[src/rtl/rxb_pkg.sv]
package rxb_pkg;

  parameter int unsigned RXB_DW = 8;

  typedef enum logic [1:0] {
    ST_IDLE,
    ST_START,
    ST_DATA,
    ST_STOP
  } rxb_state_e;

  typedef struct packed {
    logic              ferr;
    logic [RXB_DW-1:0] data;
  } rxb_char_t;

endpackage

[src/rtl/rxb_sync.sv]
module rxb_sync #(
  parameter int unsigned STAGES  = 2,
  parameter logic        RST_VAL = 1'b1
) (
  input  logic clk,
  input  logic rst_n,
  input  logic d,
  output logic q
);

  logic [STAGES-1:0] st_q;
  logic [STAGES-1:0] st_d;

  generate
    if (STAGES == 1) begin : g_single
      always_comb st_d = d;
    end else begin : g_chain
      always_comb st_d = {st_q[STAGES-2:0], d};
    end
  endgenerate

  always_ff @(posedge clk or negedge rst_n) begin
    if (!rst_n) st_q <= {STAGES{RST_VAL}};
    else        st_q <= st_d;
  end

  assign q = st_q[STAGES-1];

endmodule

[src/rtl/rxb_deframer.sv]
module rxb_deframer
  import rxb_pkg::*;
#(
  parameter int unsigned OSR = 16
) (
  input  logic      clk,
  input  logic      rst_n,
  input  logic      tick,
  input  logic      rx_s,
  input  logic      hold,
  output logic      done,
  output rxb_char_t chr,
  output logic      idle
);

  localparam int unsigned DW    = RXB_DW;
  localparam int unsigned CW    = $clog2(OSR);
  localparam int unsigned IW    = $clog2(DW);
  localparam int unsigned SMP_A = OSR / 2 - 1;
  localparam int unsigned SMP_B = OSR / 2;
  localparam int unsigned SMP_C = OSR / 2 + 1;

  rxb_state_e    st_q, st_d;
  logic [CW-1:0] cnt_q, cnt_d;
  logic [IW-1:0] idx_q, idx_d;
  logic [DW-1:0] sh_q, sh_d;
  logic [1:0]    vote_q, vote_d;
  logic          ferr_q, ferr_d;
  logic          done_q, done_d;
  logic          maj;

  assign maj = (vote_q[0] & vote_q[1]) | (vote_q[0] & rx_s) | (vote_q[1] & rx_s);

  always_comb begin
    st_d   = st_q;
    cnt_d  = cnt_q;
    idx_d  = idx_q;
    sh_d   = sh_q;
    vote_d = vote_q;
    ferr_d = ferr_q;
    done_d = 1'b0;
    if (tick) begin
      if (st_q == ST_IDLE) begin
        if (!hold && !rx_s) begin
          st_d  = ST_START;
          cnt_d = CW'(1);
          idx_d = '0;
        end
      end else begin
        cnt_d = (cnt_q == CW'(OSR - 1)) ? '0 : cnt_q + CW'(1);
        if (cnt_q == CW'(SMP_A)) vote_d[0] = rx_s;
        if (cnt_q == CW'(SMP_B)) vote_d[1] = rx_s;
        if (cnt_q == CW'(SMP_C)) begin
          case (st_q)
            ST_START: begin
              if (maj) begin
                st_d  = ST_IDLE;
                cnt_d = '0;
              end
            end
            ST_DATA: sh_d = {maj, sh_q[DW-1:1]};
            ST_STOP: begin
              done_d = 1'b1;
              ferr_d = !maj;
              st_d   = ST_IDLE;
              cnt_d  = '0;
            end
            default: ;
          endcase
        end
        if (cnt_q == CW'(OSR - 1)) begin
          if (st_q == ST_START) begin
            st_d = ST_DATA;
          end else if (st_q == ST_DATA) begin
            if (idx_q == IW'(DW - 1)) st_d = ST_STOP;
            else                      idx_d = idx_q + IW'(1);
          end
        end
      end
    end
  end

  always_ff @(posedge clk or negedge rst_n) begin
    if (!rst_n) begin
      st_q   <= ST_IDLE;
      cnt_q  <= '0;
      idx_q  <= '0;
      sh_q   <= '0;
      vote_q <= 2'b11;
      ferr_q <= 1'b0;
      done_q <= 1'b0;
    end else begin
      st_q   <= st_d;
      cnt_q  <= cnt_d;
      idx_q  <= idx_d;
      sh_q   <= sh_d;
      vote_q <= vote_d;
      ferr_q <= ferr_d;
      done_q <= done_d;
    end
  end

  assign done     = done_q;
  assign chr.ferr = ferr_q;
  assign chr.data = sh_q;
  assign idle     = (st_q == ST_IDLE);

endmodule

[src/rtl/rxb_fifo.sv]
module rxb_fifo #(
  parameter int unsigned W     = 9,
  parameter int unsigned DEPTH = 4,
  localparam int unsigned AW   = (DEPTH > 1) ? $clog2(DEPTH) : 1,
  localparam int unsigned FW   = $clog2(DEPTH + 1)
) (
  input  logic          clk,
  input  logic          rst_n,
  input  logic          push,
  input  logic [W-1:0]  wdata,
  input  logic          pop,
  output logic [W-1:0]  rdata,
  output logic [FW-1:0] fill,
  output logic [FW-1:0] fill_nxt,
  output logic          push_ok,
  output logic          drop
);

  logic [W-1:0]  mem_q [DEPTH];
  logic [AW-1:0] wr_q, wr_d;
  logic [AW-1:0] rd_q, rd_d;
  logic [FW-1:0] cnt_q, cnt_d;
  logic          pop_ok;
  logic          full;

  assign full    = (cnt_q == FW'(DEPTH));
  assign pop_ok  = pop && (cnt_q != '0);
  assign push_ok = push && (!full || pop_ok);
  assign drop    = push && !push_ok;

  always_comb begin
    wr_d  = wr_q;
    rd_d  = rd_q;
    cnt_d = cnt_q;
    if (push_ok) wr_d = (wr_q == AW'(DEPTH - 1)) ? '0 : wr_q + AW'(1);
    if (pop_ok)  rd_d = (rd_q == AW'(DEPTH - 1)) ? '0 : rd_q + AW'(1);
    case ({push_ok, pop_ok})
      2'b10:   cnt_d = cnt_q + FW'(1);
      2'b01:   cnt_d = cnt_q - FW'(1);
      default: cnt_d = cnt_q;
    endcase
  end

  always_ff @(posedge clk or negedge rst_n) begin
    if (!rst_n) begin
      wr_q  <= '0;
      rd_q  <= '0;
      cnt_q <= '0;
    end else begin
      wr_q  <= wr_d;
      rd_q  <= rd_d;
      cnt_q <= cnt_d;
    end
  end

  always_ff @(posedge clk) begin
    if (push_ok) mem_q[wr_q] <= wdata;
  end

  assign rdata    = mem_q[rd_q];
  assign fill     = cnt_q;
  assign fill_nxt = cnt_d;

endmodule

[src/rtl/rxb_status.sv]
module rxb_status #(
  parameter int unsigned DEPTH = 4,
  localparam int unsigned FW   = $clog2(DEPTH + 1)
) (
  input  logic          clk,
  input  logic          rst_n,
  input  logic          push_ok,
  input  logic          drop,
  input  logic [FW-1:0] fill_nxt,
  input  logic [1:0]    sel,
  input  logic          clr,
  output logic          overrun,
  output logic          irq
);

  localparam logic [FW-1:0] LVL_3Q   = FW'((DEPTH * 3) / 4);
  localparam logic [FW-1:0] LVL_FULL = FW'(DEPTH);

  logic ovr_q, ovr_d;
  logic irq_q, irq_d;
  logic hit;

  always_comb begin
    case (sel)
      2'b10:   hit = (fill_nxt == LVL_3Q);
      2'b11:   hit = (fill_nxt == LVL_FULL);
      default: hit = 1'b1;
    endcase
    irq_d = push_ok && hit;
    if (drop)     ovr_d = 1'b1;
    else if (clr) ovr_d = 1'b0;
    else          ovr_d = ovr_q;
  end

  always_ff @(posedge clk or negedge rst_n) begin
    if (!rst_n) begin
      ovr_q <= 1'b0;
      irq_q <= 1'b0;
    end else begin
      ovr_q <= ovr_d;
      irq_q <= irq_d;
    end
  end

  assign overrun = ovr_q;
  assign irq     = irq_q;

endmodule

[src/rtl/rx_char_buffer.sv]
module rx_char_buffer
  import rxb_pkg::*;
#(
  parameter int unsigned OSR   = 16,
  parameter int unsigned DEPTH = 4,
  parameter int unsigned SYNC  = 2
) (
  input  logic              clk,
  input  logic              rst_n,
  input  logic              baud_tick,
  input  logic              rx_in,
  input  logic [1:0]        irq_sel,
  input  logic              rd_en,
  output logic [RXB_DW-1:0] rd_data,
  output logic              rd_ferr,
  input  logic              ovf_clr,
  output logic              data_avail,
  output logic              rx_idle,
  output logic              overrun,
  output logic              irq
);

  localparam int unsigned CHW = $bits(rxb_char_t);
  localparam int unsigned FW  = $clog2(DEPTH + 1);

  logic           rst_sn;
  logic           rx_s;
  logic           fr_done;
  rxb_char_t      fr_chr;
  rxb_char_t      head;
  logic [CHW-1:0] head_raw;
  logic [FW-1:0]  fill_lvl;
  logic [FW-1:0]  fill_nxt;
  logic           push_ok;
  logic           drop;

  rxb_sync #(.STAGES(2), .RST_VAL(1'b0)) u_rst_sync (
    .clk   (clk),
    .rst_n (rst_n),
    .d     (1'b1),
    .q     (rst_sn)
  );

  rxb_sync #(.STAGES(SYNC), .RST_VAL(1'b1)) u_line_sync (
    .clk   (clk),
    .rst_n (rst_sn),
    .d     (rx_in),
    .q     (rx_s)
  );

  rxb_deframer #(.OSR(OSR)) u_deframer (
    .clk   (clk),
    .rst_n (rst_sn),
    .tick  (baud_tick),
    .rx_s  (rx_s),
    .hold  (overrun),
    .done  (fr_done),
    .chr   (fr_chr),
    .idle  (rx_idle)
  );

  rxb_fifo #(.W(CHW), .DEPTH(DEPTH)) u_fifo (
    .clk      (clk),
    .rst_n    (rst_sn),
    .push     (fr_done),
    .wdata    (fr_chr),
    .pop      (rd_en),
    .rdata    (head_raw),
    .fill     (fill_lvl),
    .fill_nxt (fill_nxt),
    .push_ok  (push_ok),
    .drop     (drop)
  );

  rxb_status #(.DEPTH(DEPTH)) u_status (
    .clk      (clk),
    .rst_n    (rst_sn),
    .push_ok  (push_ok),
    .drop     (drop),
    .fill_nxt (fill_nxt),
    .sel      (irq_sel),
    .clr      (ovf_clr),
    .overrun  (overrun),
    .irq      (irq)
  );

  assign head       = rxb_char_t'(head_raw);
  assign data_avail = (fill_lvl != '0);
  assign rd_data    = head.data;
  assign rd_ferr    = head.ferr & data_avail;

endmodule

[config.mk]
export PLATFORM = sky130hd
export DESIGN_NAME = rx_char_buffer
export DESIGN_NICKNAME = d
export VERILOG_FILES = /design/src/rtl/rxb_pkg.sv /design/src/rtl/rxb_sync.sv /design/src/rtl/rxb_deframer.sv /design/src/rtl/rxb_fifo.sv /design/src/rtl/rxb_status.sv /design/src/rtl/rx_char_buffer.sv
export SDC_FILE = /design/constraint.sdc
export NUM_CORES = 1
export LEC_CHECK = 0
export ABC_AREA = 1
export BUFFER_PORTS_ARGS = -buffer_cell sky130_fd_sc_hd__buf_2
export CAP_MARGIN = 10
export CORE_ASPECT_RATIO = 1.25
export CORE_MARGIN = 2
export CORE_UTILIZATION = 64
export DETAILED_ROUTE_END_ITERATION = 8
export PLACE_DENSITY = 0.92
export SYNTH_ARGS = -nofsm -noshare
export SYNTH_HDL_FRONTEND = slang
export SYNTH_SLANG_ARGS = --single-unit
[constraint.sdc]
create_clock -name clk -period 3.5 [get_ports clk]
set_input_delay 0.525 -clock clk [delete_from_list [all_inputs] [get_ports clk]]
set_output_delay 0.525 -clock clk [all_outputs]
set_load 0.1 [all_outputs]
Word level (Yosys, flattened, before mapping)
Memories as Yosys holds them, arrays and structs flattened.
Index checks and enable logic that the tools add are counted.

word-level totals
  input bits = 8
  output and inout bits = 13
  RAM bits = 36
  memories kept = 1
  flip-flop bits (word level) = 34
  logic and storage cells = 104

cells by class
  multiplexer cells = 33
  equality and inequality tests = 20
  add/subtract/negate cells = 6
  bitwise operators = 7
  reduce and logical (&&, ||, !) cells = 22

memory list
  memory        words  bits a word  rd ports  clocked after memory_dff  wr ports  RTL line        text
  u_fifo.mem_q  4      9            1         0                         1         rxb_fifo.sv:19  logic [W-1:0] mem_q [DEPTH];

operators with widths
  kind                                                                    number
  2-bit 2-to-1 mux                                                        10
  4-bit 2-to-1 mux                                                        5
  3-bit 2-to-1 mux                                                        6
  2-bit equality test (second input constant)                             7
  4-bit equality test (second input constant)                             3
  3-bit equality test (second input constant)                             3
  1-bit 2-to-1 mux                                                        8
  4-bit one-hot mux with 2 select lines                                   1
  4-bit AND reduction                                                     2
  3-bit by 1-bit adder with 3-bit output (second input constant)          2
  3-bit one-hot mux with 2 select lines                                   1
  3-bit AND reduction                                                     2
  6-bit AND reduction                                                     1
  2-bit nonzero test                                                      3
  1-bit logical AND                                                       5
  1-bit zero test                                                         5
  2-bit by 1-bit adder with 2-bit output (second input constant)          2
  4-bit by 1-bit adder with 4-bit output (second input constant)          1
  1-bit bitwise AND                                                       4
  2-bit by 1-bit equality test with 1-bit output (second input constant)  2
  4-bit by 3-bit equality test with 1-bit output (second input constant)  1
  2-bit inequality test (second input constant)                           2
  2-bit one-hot mux with 2 select lines                                   1
  3-bit by 2-bit equality test with 1-bit output (second input constant)  1
  9 further kinds                                                         10

Logic depth before layout (Yosys ltp)
  depth after elaboration = 11
  mapped depth = 15
  gate-level depth less buffers = 15

Cells and area by module
Synthesis repeated with hierarchy kept, for this count alone.

second synthesis, totals
  cell total of the unflattened synthesis = 306
  area, all modules = 3163.0 um^2

by module, submodules not included
  module                  times used  sequential area each (um^2)  area an instance (um^2)  cells each
  rxb_fifo                1           1256.2                       1810.5                   149
  rxb_deframer            1           528.0                        1116.1                   132
  rxb_status              1           50.0                         103.8                    15
  rxb_sync (u_line_sync)  1           52.6                         52.6                     2
  rxb_sync (u_rst_sync)   1           50.0                         50.0                     2
  rx_char_buffer          1           0.0                          30.0                     6

Least setup slack after synthesis
No wires, ideal clock.

  path type = register to output
  start point = reg u_fifo.cnt_q[0], in the netlist u_fifo.fill[0]
  end point = out rd_ferr
  data required time = 2.975 ns
  path slack = -0.051 ns
  cell stages (with the launch flop) = 4
  path buffers = 0
  arrival = 3.026 ns
  cells stage by stage = dfrtp_1 nor2_4 nand2_4 a21boi_0

on the way
  word-level cells in the longest chain between the ends = 2

RTL lines
  what                    RTL line              text
  from (decl)             rxb_fifo.sv:22        logic [FW-1:0] cnt_q, cnt_d;
  from (signal assigned)  rxb_fifo.sv:52        cnt_q <= cnt_d;
  3-bit nonzero test      rx_char_buffer.sv:88  assign data_avail = (fill_lvl != '0);
  named net data_avail    rx_char_buffer.sv:17  output logic data_avail,
  1-bit bitwise AND       rx_char_buffer.sv:90  assign rd_ferr = head.ferr & data_avail;
  to (decl)               rx_char_buffer.sv:15  output logic rd_ferr,

The timed path passes the listed nets, and every way through them passes these cells.

Worst setup path after layout
  start point = reg u_fifo.rd_q[0]
  end point = out rd_data[5]

on the way
  word-level cells in the longest chain between the ends = 1

RTL lines
  what                    RTL line              text
  from (decl)             rxb_fifo.sv:21        logic [AW-1:0] rd_q, rd_d;
  from (signal assigned)  rxb_fifo.sv:51        rd_q <= rd_d;
  memory read 4 x 9 bit   n/a
  to (decl)               rx_char_buffer.sv:14  output logic [RXB_DW-1:0] rd_data,

Every way passes these cells.

==> metrics.txt <==
Post-synth EDFFs 36; DRC errors left 0; cts bufs inserted 9; Crit Path Category reg -> out; total wire length 5640 µm; CTS Hold Buffers Added 1; switching power 1600 µW; yosys warns 0; max_slew headroom 0.408; Synth Area per Inst 11.1 µm²; placed inst area 3290 µm²; router iterations before antenna repair 5; max incr delay on CP 0.71 ns; Async S/R FF share, synth 0.486; Initial Utilization 0.661; CTS tree built; first-pass GRT wire length 9250 µm; # clock sinks 70; Max rail drop VDD 0.549 mV; Die X 66.5 µm; CP max FO 21; CP max-delay cell dfrtp_1; Clk Latency, worst-skew pair 0.34 ns; Root Buffer clkbuf_8; P_int 1800 µW; post-route minimum period 2.96 ns; Synth Flop Type edfxtp_1; critical path arrival 2.43 ns; Antenna Cells 0; unrepaired setup endpoints after global routing false; leak pwr 0.00155 µW; H-tree levels 3; initial antenna violation count 0; DR iter-0 viols 217; CP endpoint kind output pin; GR Overflow Total 0; Final nets 329; largest net degree at the start of global routing 27; die height 82.1 µm; Layout Skew 0.00511 ns; Slew Viols, Final 0; Ports 21; row cnt 28; post-synth cell types 38; number of global-route vias before repair 2119; Layout area overhead 12.3%; Worst Hold Class reg -> async; via count 2098; number of routed nets with antenna violations 0; Worst-Margin Slew 0.885 ns; GR Util All Layers 0.239; FMAX 0.338 GHz; flops & latches, synth 70; mapped cell area 3120 µm²; status finished, final reports clean; combinational power share 0.429; IO Port Bufs 20; Seq/Total Area, Yosys 0.620; switching portion of total power 0.470; Mapped Nets 301; endpoints failing setup 0; post-CTS setup buffer count 0; gpl congestion 0.851; Startpoint Class register; Pwr Density 967 nW/µm²; wire per inst 15.0 µm; maxcap violations 0; Clk pwr share 0.203; Hold Vio Cnt, Final 0; Final period util 0.845; layout cell share with drive strength beyond 1 0.200; Final Cell Area 3510 µm²; PostCTS Resize Cnt 0; Sum Neg Setup Slack 0 ns; part of the power in registers 0.369; core footprint 4730 µm²; Longest Clk Path Bufs 2; Worst-path clk slew 0.07 ns; Die Footprint 5460 µm²; HPWL Detailed 4010 µm; Critical Path RT 2.97 ns; Post-Synthesis Cells 282; vias per cell 5.59; Core Util, Final 0.742; worst-path cell chain clkinv_1 > o21ai_0 > o22ai_1 > buf_2
-- worst paths after layout --
check / start / end / slack [ns] / depth (start not counted)
setup reg to reg: u_fifo.fill[1] / u_status.irq / 1.49 / 15
max in group asynchronous: u_rst_sync.st_q[1] / u_deframer.vote_q[1] / 2.75 / 1
hold reg to reg: u_rst_sync.st_q[1] / u_deframer.sh_q[6] / 0.1 / 0
setup / recovery: u_fifo.rd_q[0] / rd_data[5] / 0.54 / 4
min in group clk: rx_in / u_line_sync.st_q[0] / 0.28 / 1
hold / removal: u_rst_sync.st_q[1] / u_deframer.sh_q[6] / 0.1 / 0
-- metal layers --
| layer | GRT usage | routed length, µm |
|---|---|---|
| met5 | 0 | 0 |
| met4 | 0.127 | 122 |
| met3 | 0.0813 | 295 |
| met2 | 0.413 | 3050 |
| met1 | 0.260 | 2170 |
-- worst max-delay path, delay by kind of cell (launching register included) --
family / cells / cell delay [ns]
buf+inv: 2 / 0.87
flops: 1 / 0.71
compound gates: 2 / 0.51
-- cell usage in the layout (no fill, tap or decap), types with 2 or more instances in the layout --
master	synthesis	routed
inv_1	29	29
o21ai_1	5	5
clkinv_2	0	2
nand2_1	30	30
a21o_1	2	2
edfxtp_1	36	36
bufinv_16	0	2
o22ai_1	10	10
nand3_1	18	18
nand2_2	4	4
nand2_4	2	2
nand3_4	2	2
a21oi_1	6	6
nand4_1	2	2
inv_2	5	5
dfstp_2	4	4
nor2_4	3	3
dfrtp_1	30	30
clkbuf_8	0	9
a22oi_1	2	2
buf_2	2	20
ha_1	10	10
nor2_1	36	36
o21ai_0	25	25
-- synth_stat cells, types with 2 or more instances --
| library cell | n | area (µm²) |
|---|---|---|
| edfxtp_1 | 36 | 1080 |
| nor2_1 | 36 | 135 |
| dfrtp_1 | 30 | 751 |
| nand2_1 | 30 | 113 |
| inv_1 | 29 | 109 |
| o21ai_0 | 25 | 125 |
| nand3_1 | 18 | 90.1 |
| ha_1 | 10 | 125 |
| o22ai_1 | 10 | 62.6 |
| a21oi_1 | 6 | 30.0 |
| inv_2 | 5 | 18.8 |
| o21ai_1 | 5 | 25.0 |
| dfstp_2 | 4 | 105 |
| nand2_2 | 4 | 25.0 |
| clkbuf_1 | 3 | 11.3 |
| nor2_4 | 3 | 33.8 |
| a21o_1 | 2 | 15.0 |
| a22oi_1 | 2 | 15.0 |
| buf_2 | 2 | 10.0 |
| nand2_4 | 2 | 22.5 |
| nand3_4 | 2 | 35.0 |
| nand4_1 | 2 | 12.5 |
-- logic make-up after synthesis --
kind of cell | share of synthesized area
compound gates | 0.103
other cells | 0.00120
flops | 0.620
buf+inv | 0.0489
mux | 0.00721
xor+xnor | 0.00280
fa+ha+maj | 0.0465
simple gates | 0.171
-- flip-flops by register name (all words and copies together) (netlist names), 2 cells and up --
name	cells
u_fifo.mem_q	36
u_deframer.sh_q	8
u_deframer.cnt_q	4
u_deframer.idx_q	3
u_fifo.fill	3
u_deframer.st_q	2
u_deframer.vote_q	2
u_fifo.rd_q	2
u_fifo.wr_q	2
u_line_sync.st_q	2
u_rst_sync.st_q	2
-- power groups by stage --
stage | Clock (µW) | Combinational [µW] | Sequential (µW)
after floorplan | 0 | 1270 | 1190
after global placement | 0 | 1380 | 1250
after detailed placement | 0 | 1450 | 1270
after CTS | 701 | 1460 | 1250
after global routing | 739 | 1580 | 1280
final | 688 | 1450 | 1250
-- layout make-up --
cell class,instances,area [µm²]
multi-input combinational,172,1030
clock inverter,6,86.3
inverter,35,131
clock buffer,10,128
timing repair buffer,22,118
fill,334,1220
sequential,70,1940
tap,60,75.1
-- stage by stage --
stage | hold WS (ns) | std cells | total power [µW] | setup WS, ns
finish | 0.0997 | 375 | 3390 | 0.544
global route | 0.129 | 375 | 3600 | 0.419
detailed placement | 0.107 | 358 | 2720 | 0.951
CTS | 0.111 | 375 | 3410 | 0.569
global placement | 0.111 | 358 | 2630 | 1.15
floorplan | 0.229 | 282 | 2460 | 0.623
Note: power is estimated with default switching activity, not from simulation.
